### config.mk
export PLATFORM = sky130hd
export DESIGN_NAME = port_irq_ctrl
export DESIGN_NICKNAME = d
export VERILOG_FILES = /design/src/rtl/port_irq_pkg.sv /design/src/rtl/pirq_sync.sv /design/src/rtl/pirq_group.sv /design/src/rtl/pirq_regs.sv /design/src/rtl/port_irq_ctrl.sv
export SDC_FILE = /design/constraint.sdc
export NUM_CORES = 1
export LEC_CHECK = 0
export BUFFER_PORTS_ARGS = -buffer_cell sky130_fd_sc_hd__buf_4
export CAP_MARGIN = 10
export CORE_AREA = 2 2 55 83
export DETAILED_ROUTE_END_ITERATION = 6
export DIE_AREA = 0 0 57 85
export PLACE_DENSITY = 0.73
export REMOVE_ABC_BUFFERS = 1
export SLEW_MARGIN = 20
export SYNTH_ARGS = -nofsm -noshare
export SYNTH_HDL_FRONTEND = slang
export SYNTH_SLANG_ARGS = --single-unit
### constraint.sdc
create_clock -name clk -period 1.5 [get_ports clk]
set_clock_uncertainty 0.1 [all_clocks]
set_input_delay 0.3 -clock clk [delete_from_list [all_inputs] [get_ports clk]]
set_output_delay 0.3 -clock clk [all_outputs]
set_load 0.02 [all_outputs]
### src/rtl/port_irq_pkg.sv
package port_irq_pkg;
  // control byte layout
  localparam int unsigned EDGE_BIT = 1;
  localparam int unsigned FLAG_BIT = 3;
  localparam int unsigned MODE_LO  = 4;
  localparam int unsigned MODE_HI  = 5;

  typedef enum logic [1:0] {
    SRC_OFF = 2'b00,
    SRC_LO  = 2'b01,
    SRC_HI  = 2'b10,
    SRC_RSV = 2'b11
  } src_sel_e;
endpackage

### src/rtl/pirq_sync.sv
module pirq_sync #(
  parameter int unsigned WIDTH  = 8,
  parameter int unsigned STAGES = 2
) (
  input  logic             clk,
  input  logic             rst_n,
  input  logic [WIDTH-1:0] d,
  output logic [WIDTH-1:0] q
);
  logic [WIDTH-1:0] stage [STAGES];

  genvar s;
  generate
    for (s = 0; s < STAGES; s++) begin : g_stage
      if (s == 0) begin : g_first
        always_ff @(posedge clk or negedge rst_n) begin
          if (!rst_n) stage[0] <= '0;
          else        stage[0] <= d;
        end
      end else begin : g_next
        always_ff @(posedge clk or negedge rst_n) begin
          if (!rst_n) stage[s] <= '0;
          else        stage[s] <= stage[s-1];
        end
      end
    end
  endgenerate

  assign q = stage[STAGES-1];
endmodule

### src/rtl/pirq_group.sv
module pirq_group
  import port_irq_pkg::*;
(
  input  logic       clk,
  input  logic       rst_n,
  input  logic [1:0] cand,      // [0] = low source line, [1] = high source line
  input  logic [1:0] mode,
  input  logic       fall_sel,
  input  logic       clr,
  output logic       flag,
  output logic       hit
);
  logic [1:0] prev;
  logic [1:0] rise_ev;
  logic [1:0] fall_ev;
  logic [1:0] sel_ev;

  // both candidates keep their own history so a mode switch makes no false edge
  always_ff @(posedge clk or negedge rst_n) begin
    if (!rst_n) prev <= '0;
    else        prev <= cand;
  end

  assign rise_ev = cand & ~prev;
  assign fall_ev = ~cand & prev;
  assign sel_ev  = fall_sel ? fall_ev : rise_ev;

  always_comb begin
    unique case (src_sel_e'(mode))
      SRC_LO:  hit = sel_ev[0];
      SRC_HI:  hit = sel_ev[1];
      default: hit = 1'b0;
    endcase
  end

  // set has priority over clear
  always_ff @(posedge clk or negedge rst_n) begin
    if (!rst_n)   flag <= 1'b0;
    else if (hit) flag <= 1'b1;
    else if (clr) flag <= 1'b0;
  end
endmodule

### src/rtl/pirq_regs.sv
module pirq_regs
  import port_irq_pkg::*;
#(
  parameter int unsigned NUM_GRP = 4,
  parameter int unsigned ADDR_W  = 6,
  parameter int unsigned BASE    = 16
) (
  input  logic                       clk,
  input  logic                       rst_n,
  input  logic                       wr,
  input  logic [ADDR_W-1:0]          addr,
  input  logic [7:0]                 wdata,
  input  logic [NUM_GRP-1:0]         flags,
  output logic [NUM_GRP-1:0][1:0]    mode,
  output logic [NUM_GRP-1:0]         fall_sel,
  output logic [NUM_GRP-1:0]         clr,
  output logic [7:0]                 rdata
);
  logic [NUM_GRP-1:0] addr_hit;

  genvar g;
  generate
    for (g = 0; g < NUM_GRP; g++) begin : g_reg
      assign addr_hit[g] = (addr == ADDR_W'(BASE + g));
      assign clr[g]      = wr && addr_hit[g] && wdata[FLAG_BIT];

      always_ff @(posedge clk or negedge rst_n) begin
        if (!rst_n) begin
          mode[g]     <= SRC_OFF;
          fall_sel[g] <= 1'b0;
        end else if (wr && addr_hit[g]) begin
          mode[g]     <= wdata[MODE_HI:MODE_LO];
          fall_sel[g] <= wdata[EDGE_BIT];
        end
      end
    end
  endgenerate

  always_comb begin
    rdata = '0;
    for (int i = 0; i < NUM_GRP; i++) begin
      if (addr_hit[i]) begin
        rdata[MODE_HI:MODE_LO] = mode[i];
        rdata[EDGE_BIT]        = fall_sel[i];
        rdata[FLAG_BIT]        = flags[i];
      end
    end
  end
endmodule

### src/rtl/port_irq_ctrl.sv
module port_irq_ctrl
  import port_irq_pkg::*;
#(
  parameter int unsigned NUM_GRP     = 4,
  parameter int unsigned PORT_W      = 8,
  parameter int unsigned ADDR_W      = 6,
  parameter int unsigned BASE        = 16,
  parameter int unsigned SRC_LO_LINE = 0,
  parameter int unsigned SRC_HI_LINE = 3,
  parameter int unsigned SYNC_STAGES = 2
) (
  input  logic                        clk,
  input  logic                        rst_n,
  input  logic                        bus_wr,
  input  logic [ADDR_W-1:0]           bus_addr,
  input  logic [7:0]                  bus_wdata,
  output logic [7:0]                  bus_rdata,
  input  logic [NUM_GRP*PORT_W-1:0]   port_c,
  output logic                        irq
);
  localparam int unsigned CAND_W = 2 * NUM_GRP;

  logic [CAND_W-1:0]          cand_raw;
  logic [CAND_W-1:0]          cand_sync;
  logic [NUM_GRP-1:0][1:0]    grp_mode;
  logic [NUM_GRP-1:0]         grp_fall;
  logic [NUM_GRP-1:0]         grp_clr;
  logic [NUM_GRP-1:0]         grp_flag;
  logic [NUM_GRP-1:0]         grp_hit;
  logic [NUM_GRP-1:0]         grp_live;

  genvar g;
  generate
    for (g = 0; g < NUM_GRP; g++) begin : g_tap
      assign cand_raw[2*g]   = port_c[g*PORT_W + SRC_LO_LINE];
      assign cand_raw[2*g+1] = port_c[g*PORT_W + SRC_HI_LINE];
    end
  endgenerate

  pirq_sync #(.WIDTH(CAND_W), .STAGES(SYNC_STAGES)) u_sync (
    .clk   (clk),
    .rst_n (rst_n),
    .d     (cand_raw),
    .q     (cand_sync)
  );

  pirq_regs #(.NUM_GRP(NUM_GRP), .ADDR_W(ADDR_W), .BASE(BASE)) u_regs (
    .clk      (clk),
    .rst_n    (rst_n),
    .wr       (bus_wr),
    .addr     (bus_addr),
    .wdata    (bus_wdata),
    .flags    (grp_flag),
    .mode     (grp_mode),
    .fall_sel (grp_fall),
    .clr      (grp_clr),
    .rdata    (bus_rdata)
  );

  generate
    for (g = 0; g < NUM_GRP; g++) begin : g_grp
      pirq_group u_grp (
        .clk      (clk),
        .rst_n    (rst_n),
        .cand     (cand_sync[2*g+1:2*g]),
        .mode     (grp_mode[g]),
        .fall_sel (grp_fall[g]),
        .clr      (grp_clr[g]),
        .flag     (grp_flag[g]),
        .hit      (grp_hit[g])
      );
      assign grp_live[g] = (grp_mode[g] == SRC_LO) || (grp_mode[g] == SRC_HI);
    end
  endgenerate

  assign irq = |(grp_flag & grp_live);
endmodule

==> impl_metrics.json, run 1 <==
{
  "hold_path_class": "input pin to register",
  "cp-end-kind": "output port",
  "grt_max_degree": 41,
  "cts_tree": "yes",
  "clock_sinks": 40,
  "cp_max_fo": 4,
  "fin_crit_sh_pct": 126,
  "first_pass_iters": 4,
  "layout_setup_ws_ps": -393,
  "synth_ff_type": "dfrtp_1",
  "grt_antenna_before_repair": 0,
  "critPathLaunchType": "register",
  "grt_pass1_wl_um": 6140,
  "die_height_um": 85,
  "die_area_um2": 4850,
  "cts_root_buf": "clkbuf_8",
  "fill_cells": 324,
  "std_cell_rows": 29,
  "fin_cells": 244,
  "clkTransAtPathRegs_ps": 80,
  "layout.nets": 254,
  "place_ws_ps": -438,
  "overflow": 0,
  "max_slew_margin_pct": 66.6,
  "cpPeakStageDelay_ps": 470,
  "num_io_pins": 58,
  "maxClockFrequency_ghz": 0.528,
  "report.final.slew_viol_count": 0,
  "violations": "negative setup slack",
  "yosys_warnings": 0,
  "critPathKind": "register to output port",
  "ant_nets": 0,
  "wl_per_cell_um": 15.7,
  "fin_setup_tns_ps": -1910,
  "syn_inst": 138,
  "hpwlAfterDp_um": 2650,
  "synthArstFlopShare_pct": 100,
  "grt_setup_unrepaired": "yes",
  "path_depth": 3,
  "critPathSlowestCell": "mux4_2",
  "start_util_pct": 43.5,
  "routed_wl_um": 3820,
  "gp_congestion": 0.861,
  "grtUsageTotal_pct": 17.0,
  "drc": 0,
  "core_area_um2": 4140,
  "htreeDepth": 2,
  "p_per_area_nw_per_um2": 1110,
  "diodes": 0,
  "synth-seq-area-share_pct": 55.6,
  "critPathBufInv": 1,
  "area_delta_synth_final_pct": 40.0,
  "netlist_area_um2": 1800,
  "finish.utilization_pct": 60.9,
  "reg2reg_depth": 7,
  "seqCellArea_um2": 1000,
  "maxCapViolCount": 0,
  "hold_violations": 0,
  "period_minus_slack_ps": 1890,
  "first_global_vias": 1305,
  "p_leak_nw": 1.18,
  "worstPathCellList": "mux4_2, and2_4, buf_6",
  "via_per_inst": 5.29,
  "synth_edf_count": 0,
  "cts_max_path_buffers": 2,
  "numPlacedInstances": 226,
  "status": "complete, but fails checks",
  "cp.arrival_ps": 1490,
  "worst-endpoint-required_ps": 1100,
  "cts_buffers": 5,
  "port_buffers": 25,
  "dr.first_iter.drc_count": 26,
  "tightest_slew_ps": 501,
  "worstSkewPairLatency_ps": 290,
  "multiInputGateArea_um2": 808,
  "synth_seq_cells": 40,
  "dieWidth_um": 57,
  "peakVddDrop_uv": 662,
  "syn_area_per_cell_um2": 13.0,
  "hold-path-cell-count": 1,
  "final_layout_size_suffix_gt1_share_pct": 47.0,
  "finalSetupViolCount": 12,
  "vias": 1291,
  "synth_cell_types": 28,
  "timing.hold.ws_ps": 10.8,
  "critPathTopFamily": "multiplexers"
}
## cell usage after synthesis, drive strengths merged, types with 2 or more instances
master,number,area share [%]
o311ai,3,1.5
dfrtp,40,56
nand2b,4,1.4
and2,4,1.4
inv,15,3.1
o31ai,4,1.7
ha,8,5.6
mux4,4,5.0
mux2,12,7.5
nor2,4,0.83
and3b,7,3.4
o211ai,2,0.83
nor2b,2,0.70
nand2,2,0.42
o221ai,2,0.97
buf,6,2.2
nor3,2,1.8
nor3b,4,1.7
a21oi,5,1.4
## what timing repair did
action,in CTS,in global routing
endpoints found under the setup margin,15,14
gates resized for setup,22,12
setup buffers,1,2
endpoints found under the hold margin,45,1
hold buffers,6,1
pin swaps,9,5
## per-layer routing
layer	global-route usage [%]	wire length [µm]
met1	19.9	1500
met4	9.73	162
met2	28.2	2010
met3	3.81	153
met5	0	0
## power by group
| part | switching (mW) | leakage [nW] | internal [mW] |
|---|---|---|---|
| Sequential | 0.0643 | 0.476 | 1.17 |
| Combinational | 0.271 | 0.642 | 0.366 |
| Clock | 0.385 | 0.0614 | 0.544 |
## cell usage in the layout (no fill, tap or decap), types with 2 or more instances in the layout
cell / n
a21oi_1: 5
and2_4: 4
and3b_1: 7
buf_4: 42
buf_6: 6
clkbuf_8: 6
conb_1: 4
dfrtp_1: 39
dlygate4sd3_1: 7
ha_1: 6
ha_4: 2
inv_1: 11
inv_2: 4
mux2_2: 6
mux2_4: 6
mux4_2: 4
nand2_1: 2
nand2b_1: 4
nor2_1: 4
nor3_4: 2
nor3b_1: 4
o211ai_1: 2
o311ai_1: 2
o31ai_2: 2
## state kept, by name, indices dropped and copies added (netlist names)
register          cells
g_grp.u_grp.prev      8
u_sync.stage          8
u_regs.fall_sel       4
u_sync.q              8
g_grp.u_grp.flag      4
u_regs.mode           8
## worst paths after layout
path,startpoint,to,slack (ps)
setup reg to reg,u_regs.mode[4],g_grp[2].u_grp.flag,40
hold / removal,port_c[16],u_sync.stage[12],10
hold reg to reg,u_sync.stage[8],u_sync.q[0],250
setup / recovery,u_regs.mode[7],bus_rdata[5],-390
min in group asynchronous,rst_n,g_grp[2].u_grp.flag,400
max in group asynchronous,rst_n,u_regs.mode[7],540
## kinds of logic (layout without fill, tap and decap cells)
group	count (synthesis)	after routing	share of synthesized area, %
AND/OR/NAND/NOR	33	33	13.5
other	1	4	0.208
multiplexers	16	16	12.5
buffers and inverters	22	79	5.56
AO/OA/AOI/OAI	18	18	7.02
adder cells (fa/ha/maj)	8	8	5.56
flip-flops	40	40	55.6
## final cells by class
class / count / share of cell area [%]
Timing Repair Buffer: 56 / 18.8
Inverter: 15 / 2.24
Tap cell: 46 / 2.29
Multi-Input combinational cell: 79 / 32.1
Sequential cell: 40 / 39.8
Clock inverter: 2 / 1.54
Clock buffer: 6 / 3.28
## through the flow
step                      cell area (µm²)  power [mW]
after floorplan                      1770        1.49
after global placement               2180        1.75
after detailed placement             2180        1.76
after CTS                            2450        2.77
after global routing                 2520        2.95
final                                2520        2.80
(Power assumes the default switching activity.)
==> run 2, diff against run 1 <==
- BUFFER_PORTS_ARGS: -buffer_cell sky130_fd_sc_hd__buf_4 -> not set
- CORE_AREA: 2 2 55 83 -> 2 2 50 76
- DIE_AREA: 0 0 57 85 -> 0 0 52 78
- DONT_BUFFER_PORTS: not set -> 1
- GPL_TIMING_DRIVEN: not set -> 0
- PLACE_DENSITY: 0.73 -> 0.71
==> impl_metrics.json, run 2 (synthesized netlist as in run 1, its figures left out) <==
{
  "pwr-share-clk_pct": 34.8,
  "dr.first_iter.drc_count": 30,
  "cp_max_fo": 4,
  "ant_nets": 0,
  "cts_buffers": 5,
  "area_delta_synth_final_pct": 21.7,
  "finalSetupViolCount": 5,
  "maxCapViolCount": 0,
  "status": "complete, but fails checks",
  "cts_tree": "yes",
  "numPlacedInstances": 176,
  "sequentialPowerShare_pct": 47.5,
  "cts_root_buf": "clkbuf_8",
  "switching_power_uw": 650,
  "critPathLaunchType": "register",
  "power_mw": 2.61,
  "p_leak_nw": 0.991,
  "final_cell_mix": "dfrtp_1 (40), inv_1 (13), mux2_2 (12)",
  "clkTransAtPathRegs_ps": 80,
  "grt_pass1_wl_um": 5220,
  "routed_wl_um": 3260,
  "switching_share_pct": 24.9,
  "critPathKind": "register to output port",
  "cp-end-kind": "output port",
  "diodes": 0,
  "place_ws_ps": -646,
  "hpwlAfterDp_um": 2290,
  "drc": 0,
  "fin_cells": 204,
  "timing.hold.ws_ps": 55.9,
  "grt_setup_unrepaired": "yes",
  "hold_violations": 0,
  "worst-endpoint-required_ps": 1100,
  "vias": 1096,
  "internal-power_mw": 1.96,
  "grt_antenna_before_repair": 0,
  "violations": "negative setup slack",
  "std_cell_rows": 26,
  "cts_max_path_buffers": 2,
  "p_per_area_nw_per_um2": 1190,
  "port_buffers": 0,
  "layout.nets": 218,
  "grt_max_degree": 41,
  "die_height_um": 78,
  "period_minus_slack_ps": 1850,
  "via_per_inst": 5.37,
  "core_area_um2": 3350,
  "first_global_vias": 1144,
  "fin_setup_tns_ps": -1400,
  "report.final.slew_viol_count": 0,
  "maxClockFrequency_ghz": 0.539,
  "gp_congestion": 0.813,
  "num_io_pins": 58,
  "overflow": 0,
  "grtUsageTotal_pct": 18.1,
  "wl_per_cell_um": 16.0,
  "dieWidth_um": 52,
  "clock_sinks": 40,
  "worstSkewPairLatency_ps": 280,
  "layout_setup_ws_ps": -355,
  "hold_path_class": "input pin to register",
  "mostFrequentLayoutCell": "dfrtp_1",
  "start_util_pct": 53.7,
  "die_area_um2": 4060,
  "peakVddDrop_uv": 871,
  "final_layout_size_suffix_gt1_share_pct": 29.6,
  "first_pass_iters": 4,
  "htreeDepth": 2,
  "fin_crit_sh_pct": 124,
  "p_comb_share_pct": 17.7,
  "cp.arrival_ps": 1450
}
## run 2: cell count changes in the layout (fill, tap and decap cells not counted), sizes merged
cell	previous run	this run
dlygate4sd3	7	9
buf	49	11
## run 2: final timing paths
| kind | slack, ps | cells past startpoint | from | end |
|---|---|---|---|---|
| worst max-delay path | -350 | 5 | u_regs.mode[4] | irq |
| worst min-delay path | 60 | 1 | bus_wdata[1] | u_regs.fall_sel[3] |
| worst max register to register | 140 | 5 | u_regs.mode[0] | g_grp[0].u_grp.flag |
| worst min register to register | 250 | 0 | u_sync.stage[14] | u_sync.q[6] |
| max in group asynchronous | 730 | 2 | rst_n | g_grp[2].u_grp.flag |
| min in group asynchronous | 370 | 2 | rst_n | u_sync.q[0] |
## run 2: area by class of cell
type / count / area, µm²
fill: 257 / 1160
sequential: 40 / 1000
multi-input combinational: 79 / 773
timing repair buffer: 20 / 185
clock buffer: 6 / 82.6
inverter: 15 / 56.3
tap: 42 / 52.6
clock inverter: 2 / 38.8
## run 2: worst max-delay path, stage by stage (launching register included)
cell,delay [ps]
dfrtp_1,410
inv_2,60
ha_4,260
inv_2,40
a22oi_2,220
o221ai_4,170
## run 2: power groups by stage
stage	registers, mW	logic [mW]	clock network, mW
after detailed placement	1.28	0.275	0
after global placement	1.27	0.269	0
after global routing	1.25	0.510	0.972
after CTS	1.24	0.434	0.928
after floorplan	1.25	0.236	0
final	1.24	0.462	0.910
## run 2: timing repair
item,CTS,global route
hold buffers,10,0
buffers inserted,6,4
gates resized for setup,17,1
endpoints found under the setup margin,17,6
endpoints found under the hold margin,48,0
pin swaps,2,2
## run 2: through the flow
step / cell area, µm² / util (%)
final: 2190 / 65.3
after global routing: 2190 / 65.3
after CTS: 2160 / 64.5
after detailed placement: 1820 / 54.3
after global placement: 1820 / 54.3
after floorplan: 1770 / -
## run 2: metal layers
metal / GRT usage, % / vias to the layer above / part of all wire [%]
li1: - / 525 / -
met1: 18.3 / 540 / 36
met2: 31.6 / 27 / 55
met3: 6.54 / 4 / 6.7
met4: 8.68 / 0 / 1.8
met5: 0 / - / 0
